<file path="src/rtl/pwmstep_pkg.sv">
package pwmstep_pkg;

   // Action applied to the duty integrator in a given cycle
   typedef enum logic [1:0] {
      ACT_HOLD = 2'd0,
      ACT_UP   = 2'd1,
      ACT_DOWN = 2'd2,
      ACT_LOAD = 2'd3
   } duty_act_e;

endpackage

</file>
<file path="src/rtl/pwmstep_integrator.sv">
module pwmstep_integrator
   import pwmstep_pkg::*;
#(
   parameter int DUTY_W = 16
) (
   input  logic              clk,
   input  logic              rst_n,
   input  logic              en,
   input  logic              step_stb,
   input  logic              motor_lead,
   input  logic              load_stb,
   input  logic [DUTY_W-1:0] load_val,
   output logic [DUTY_W-1:0] duty_o
);

   localparam logic [DUTY_W-1:0] DUTY_MAX = {DUTY_W{1'b1}};
   localparam logic [DUTY_W-1:0] DUTY_MIN = '0;

   generate
      if (DUTY_W < 2) begin : g_bad_width
         $error("pwmstep_integrator: DUTY_W must be at least 2");
      end
   endgenerate

   duty_act_e         act;
   logic [DUTY_W-1:0] duty_q;
   logic [DUTY_W-1:0] duty_d;

   // Load has priority; steps only count while enabled
   always_comb begin
      if (load_stb)
         act = ACT_LOAD;
      else if (step_stb && en)
         act = motor_lead ? ACT_DOWN : ACT_UP;
      else
         act = ACT_HOLD;
   end

   always_comb begin
      unique case (act)
         ACT_LOAD: duty_d = load_val;
         ACT_UP:   duty_d = (duty_q == DUTY_MAX) ? duty_q : duty_q + 1'b1;
         ACT_DOWN: duty_d = (duty_q == DUTY_MIN) ? duty_q : duty_q - 1'b1;
         default:  duty_d = duty_q;
      endcase
   end

   always_ff @(posedge clk or negedge rst_n) begin
      if (!rst_n)
         duty_q <= '0;
      else
         duty_q <= duty_d;
   end

   assign duty_o = duty_q;


   duty_no_wrap_chk: assert property (@(posedge clk) disable iff (!rst_n)
      !$past(load_stb) |->
         ({1'b0, duty_q} == {1'b0, $past(duty_q)}) ||
         ({1'b0, duty_q} == {1'b0, $past(duty_q)} + 1'b1) ||
         ({1'b0, duty_q} + 1'b1 == {1'b0, $past(duty_q)}));


   load_wins_chk: assert property (@(posedge clk) disable iff (!rst_n)
      load_stb |=> (duty_q == $past(load_val)));


   disabled_hold_chk: assert property (@(posedge clk) disable iff (!rst_n)
      (!en && !load_stb) |=> $stable(duty_q));

endmodule

</file>
<file path="src/rtl/pwmstep_period_counter.sv">
module pwmstep_period_counter #(
   parameter int CNT_W = 16
) (
   input  logic             clk,
   input  logic             rst_n,
   output logic [CNT_W-1:0] cnt_o,
   output logic             last_o
);

   localparam logic [CNT_W-1:0] CNT_LAST = {CNT_W{1'b1}};

   generate
      if (CNT_W < 2) begin : g_bad_width
         $error("pwmstep_period_counter: CNT_W must be at least 2");
      end
   endgenerate

   logic [CNT_W-1:0] cnt_q;

   always_ff @(posedge clk or negedge rst_n) begin
      if (!rst_n)
         cnt_q <= '0;
      else
         cnt_q <= cnt_q + 1'b1;
   end

   assign cnt_o  = cnt_q;
   assign last_o = (cnt_q == CNT_LAST);


   cnt_advance_chk: assert property (@(posedge clk) disable iff (!rst_n)
      $past(rst_n) |-> (cnt_q == CNT_W'($past(cnt_q) + 1'b1)));

endmodule

</file>
<file path="src/rtl/pwmstep_compare.sv">
module pwmstep_compare #(
   parameter int DUTY_W = 16
) (
   input  logic              clk,
   input  logic              rst_n,
   input  logic              en,
   input  logic [DUTY_W-1:0] cnt_i,
   input  logic              last_i,
   input  logic [DUTY_W-1:0] duty_i,
   output logic              pwm_o
);

   logic [DUTY_W-1:0] applied_q;

   // Shadow register: take the new duty only as a period ends
   always_ff @(posedge clk or negedge rst_n) begin
      if (!rst_n)
         applied_q <= '0;
      else if (last_i)
         applied_q <= duty_i;
   end

   assign pwm_o = en && (cnt_i < applied_q);


   applied_boundary_chk: assert property (@(posedge clk) disable iff (!rst_n)
      (cnt_i != '0) |-> $stable(applied_q));


   pwm_gate_chk: assert property (@(posedge clk) disable iff (!rst_n)
      pwm_o |-> en);

endmodule

</file>
<file path="src/rtl/pwm_phase_stepper.sv">
module pwm_phase_stepper #(
   parameter int DUTY_W = 16
) (
   input  logic              clk,
   input  logic              rst_n,
   input  logic              en,
   input  logic              step_stb,
   input  logic              motor_lead,
   input  logic              load_stb,
   input  logic [DUTY_W-1:0] load_val,
   output logic              pwm_o,
   output logic [DUTY_W-1:0] duty_o
);

   logic [DUTY_W-1:0] cnt;
   logic              cnt_last;
   logic [DUTY_W-1:0] duty;

   pwmstep_integrator #(.DUTY_W(DUTY_W)) u_integ (
      .clk        (clk),
      .rst_n      (rst_n),
      .en         (en),
      .step_stb   (step_stb),
      .motor_lead (motor_lead),
      .load_stb   (load_stb),
      .load_val   (load_val),
      .duty_o     (duty)
   );

   pwmstep_period_counter #(.CNT_W(DUTY_W)) u_cnt (
      .clk    (clk),
      .rst_n  (rst_n),
      .cnt_o  (cnt),
      .last_o (cnt_last)
   );

   pwmstep_compare #(.DUTY_W(DUTY_W)) u_cmp (
      .clk    (clk),
      .rst_n  (rst_n),
      .en     (en),
      .cnt_i  (cnt),
      .last_i (cnt_last),
      .duty_i (duty),
      .pwm_o  (pwm_o)
   );

   assign duty_o = duty;


   reset_idle_chk: assert property (@(posedge clk)
      !rst_n |=> (duty_o == '0) && !pwm_o);

endmodule

</file>
<file path="config.mk">
export PLATFORM = sky130hd
export DESIGN_NAME = pwm_phase_stepper
export DESIGN_NICKNAME = d
export VERILOG_FILES = /design/src/rtl/pwmstep_pkg.sv /design/src/rtl/pwmstep_integrator.sv /design/src/rtl/pwmstep_period_counter.sv /design/src/rtl/pwmstep_compare.sv /design/src/rtl/pwm_phase_stepper.sv
export SDC_FILE = /design/constraint.sdc
export NUM_CORES = 1
export LEC_CHECK = 0
export BUFFER_PORTS_ARGS = -buffer_cell sky130_fd_sc_hd__buf_2
export CORE_MARGIN = 1
export CORE_UTILIZATION = 64
export CTS_CLUSTER_DIAMETER = 60
export DETAILED_ROUTE_END_ITERATION = 7
export GPL_TIMING_DRIVEN = 0
export HOLD_SLACK_MARGIN = 0.1
export PLACE_DENSITY = 0.86
export SYNTH_ARGS = -nofsm -noshare
export SYNTH_HDL_FRONTEND = slang
export SYNTH_SLANG_ARGS = --single-unit
</file>
<file path="constraint.sdc">
create_clock -name clk -period 3.3 [get_ports clk]
set_clock_uncertainty 0.1 [all_clocks]
set_input_delay 0.495 -clock clk [delete_from_list [all_inputs] [get_ports clk]]
set_output_delay 0.495 -clock clk [all_outputs]
set_load 0.01 [all_outputs]
</file>
==> qor.yml <==
routing:
  num_vias: 3508
  wl_per_cell_um: 19.1
  vias_per_cell: 6.54
  drcViolationCount: 0
  dr.pass1.iters: 4
  wirelength_um: 10200
  first_iter_violations: 298
  postRouteAntennaNets: 0
cts:
  cts_tree: "built"
  cts_max_path_buffers: 2
  cts_buffers: 5
  clk-insertion-delay-late_ns: 0.31
  cts.reportedPaths.clkPinSlew_ns: 0.10
  clkSinkCount: 48
  ctsRootBufferMaster: "clkbuf_8"
  cts_hold_repair.buffers: 0
  cts-htree-levels: 2
placement:
  pre_cts_ws_ns: -0.534
  place.gp.congestion: 0.938
  port_buffers: 38
  dp_hpwl_um: 7390
synthesis:
  synth.top_cell.area_share: 0.327
  ys_ff_latch: 48
  synth-edff-count: 0
  synth_nets: 454
  synthCells: 413
  synthFlopType: "dfrtp_1"
  synth-warning-count: 0
  synthDistinctLibCells: 71
  netlist_top_cells_area: "dfrtp_1, ha_1, mux2_1, nand2_1, xnor2_1"
  netlist_area_um2: 3670
  yosysSeqAreaShare: 0.327
  async_reset_ff_frac: 1.00
  yosysTopAreaCell: "dfrtp_1"
  synth.avg_cell_area_um2: 8.89
floorplanning:
  rows: 27
  die_h_um: 77.8
  core_area_um2: 5510
  io_pins: 39
  start_util: 0.667
  die_area_um2: 6050
  chipWidth_um: 77.8
finish:
  final_cell_mix: "dfrtp_1, buf_2, nand2_1"
  area_delta_synth_final_pct: 13.5
  final_common_cell: "dfrtp_1"
  fin_util: 0.757
  insertedDiodeCount: 0
  finalNetCount: 504
  drive_gt1_frac: 0.196
global_routing:
  grt_max_degree: 49
  antenna_found_initial: 0
  grt_usage: 0.361
  grt_pass1_wl_um: 16700
  grt_overflow: 0
  grt_pass1_vias: 3312
power_and_ir_drop:
  power.total_w: 0.00193
  p_per_area_nw_per_um2: 462
  leakagePower_nw: 1.85
  vdd_drop_max_v: 0.000333
sta:
  tightest_slew_ns: 1.10
  relSlewSlack: 0.264
  setup_tns_ns: 0
  worst_slack_ns: 0.124
  holdWs_ns: 0.269
  fin_crit_ns: 3.18
  max_freq_ghz: 0.315
  finalHoldViolCount: 0
  drv_slew: 0
  setup_violations: 0
  post-route-period-util: 0.962
setup_path:
  cp.arrival_ns: 3.29
  crit_slowest_cell: "or2_2"
  critPathMaxStageDelay_ns: 0.30
  cpLargestDelayFamily: "compound AO/OA/AOI/OAI gates"
  critPathCaptureType: "flop"
  criticalPathCategory: "primary input to flop"
  start_kind: "primary input"
  worst-path-buf-inv: 5
  crit_top_cell: "a22o_1"
  crit_path_cell_trace: "buf_2, nand2_2, nor2_1, or2_2, inv_2, ha_4, buf_8, buf_12, clkbuf_16, xor2_1, ha_2, nand2b_1, o22ai_2, a22o_1, a21oi_1, mux2_2, a22o_1, a22o_1"
  crit_fanout: 10
  cp.required_ns: 3.41
worst_hold_path:
  hold_path_class: "primary input to async pin"
status:
  outcome: "finished clean"
flow_run:
  maxCapViolations: 0
==> final cells by class <==
class / instances / area, um^2
clock buffers: 6 / 82.6
fillers: 392 / 1340
flip-flops and latches: 48 / 1200
multi-input cells: 310 / 2210
well taps: 72 / 90.1
inverters: 24 / 90.1
clock inverters: 2 / 38.8
repair buffers: 44 / 235
plain buffers: 30 / 218
==> final timing paths <==
kind,slack [ns],to,cells past startpoint,start
worst max-delay path,0.12,u_integ.duty_o[12]$_DFFE_PN0P_,18,en
min in group clk,0.35,u_integ.duty_o[0]$_DFFE_PN0P_,3,load_val[0]
worst min-delay path,0.27,u_integ.duty_o[14]$_DFFE_PN0P_,1,rst_n
worst max register to register,0.51,u_integ.duty_o[13]$_DFFE_PN0P_,9,u_integ.duty_o[5]$_DFFE_PN0P_
worst min register to register,0.40,u_cmp.applied_q[7]$_DFFE_PN0N_,1,u_cmp.applied_q[7]$_DFFE_PN0N_
max in group asynchronous,2.14,u_cmp.applied_q[7]$_DFFE_PN0N_,1,rst_n
==> state kept, by name, indices dropped and copies added (netlist names) <==
register	count
u_integ.duty_o	16
u_cnt.cnt_o	16
u_cmp.applied_q	16
==> routing by layer <==
metal,global-route usage,share of wire
met5,0,0
met3,0.0553,0.093
met2,0.581,0.46
met4,0.142,0.022
met1,0.488,0.42
==> where the power goes <==
| part | internal [W] | switching [W] | leakage (nW) |
|---|---|---|---|
| registers | 0.000640 | 0.0000775 | 0.624 |
| logic | 0.000279 | 0.000461 | 1.17 |
| clock network | 0.000248 | 0.000222 | 0.0614 |
==> kinds of logic after synthesis <==
kind of cell / share of synthesized area
adder cells (fa/ha/maj): 0.0647
buffers and inverters: 0.0800
multiplexers: 0.0593
XOR/XNOR: 0.0429
AND/OR/NAND/NOR: 0.214
flip-flops: 0.327
AO/OA/AOI/OAI: 0.212
==> synthesized netlist by cell type (3+ instances only) <==
cell	instances
o21ai_0	12
and3_1	4
nor4b_1	3
nor4_1	11
dfrtp_1	48
nand3b_1	5
buf_2	8
nand4b_1	3
ha_1	19
nor2_1	27
a22o_1	6
a21o_1	4
mux2_1	13
o22ai_1	10
a31oi_1	5
nand3_1	19
a21oi_1	18
nand4_1	9
nor3_1	9
a311o_1	4
nand2b_1	5
mux2i_1	6
o21a_1	6
a22oi_1	4
inv_1	24
clkbuf_1	14
nor2b_1	3
buf_6	3
xor2_1	5
o21ai_1	11
xnor2_1	13
nand2_1	33
==> through the flow <==
stage / cell area, um^2 / std cells
2_1_floorplan: 3700 / 413
3_3_place_gp: 3980 / 523
3_5_place_dp: 3980 / 523
4_1_cts: 4150 / 534
5_1_grt: 4170 / 536
6_report: 4170 / 536
==> worst reg2reg max path: stages (launching register included) <==
cell      delay (ns)
dfrtp_1         0.38
clkbuf_1        0.38
clkbuf_1        0.50
nand3_1         0.13
nor2_1          0.16
a31o_2          0.25
buf_2           0.30
buf_2           0.31
nand2_1         0.09
nand4b_1        0.11
==> repair_timing <==
action                     in CTS  in global routing
pin swaps                       2                  2
buffers inserted                3                  3
setup endpoints to repair       3                  3
gates resized for setup         5                  3
Note: power is estimated with default switching activity, not from simulation.
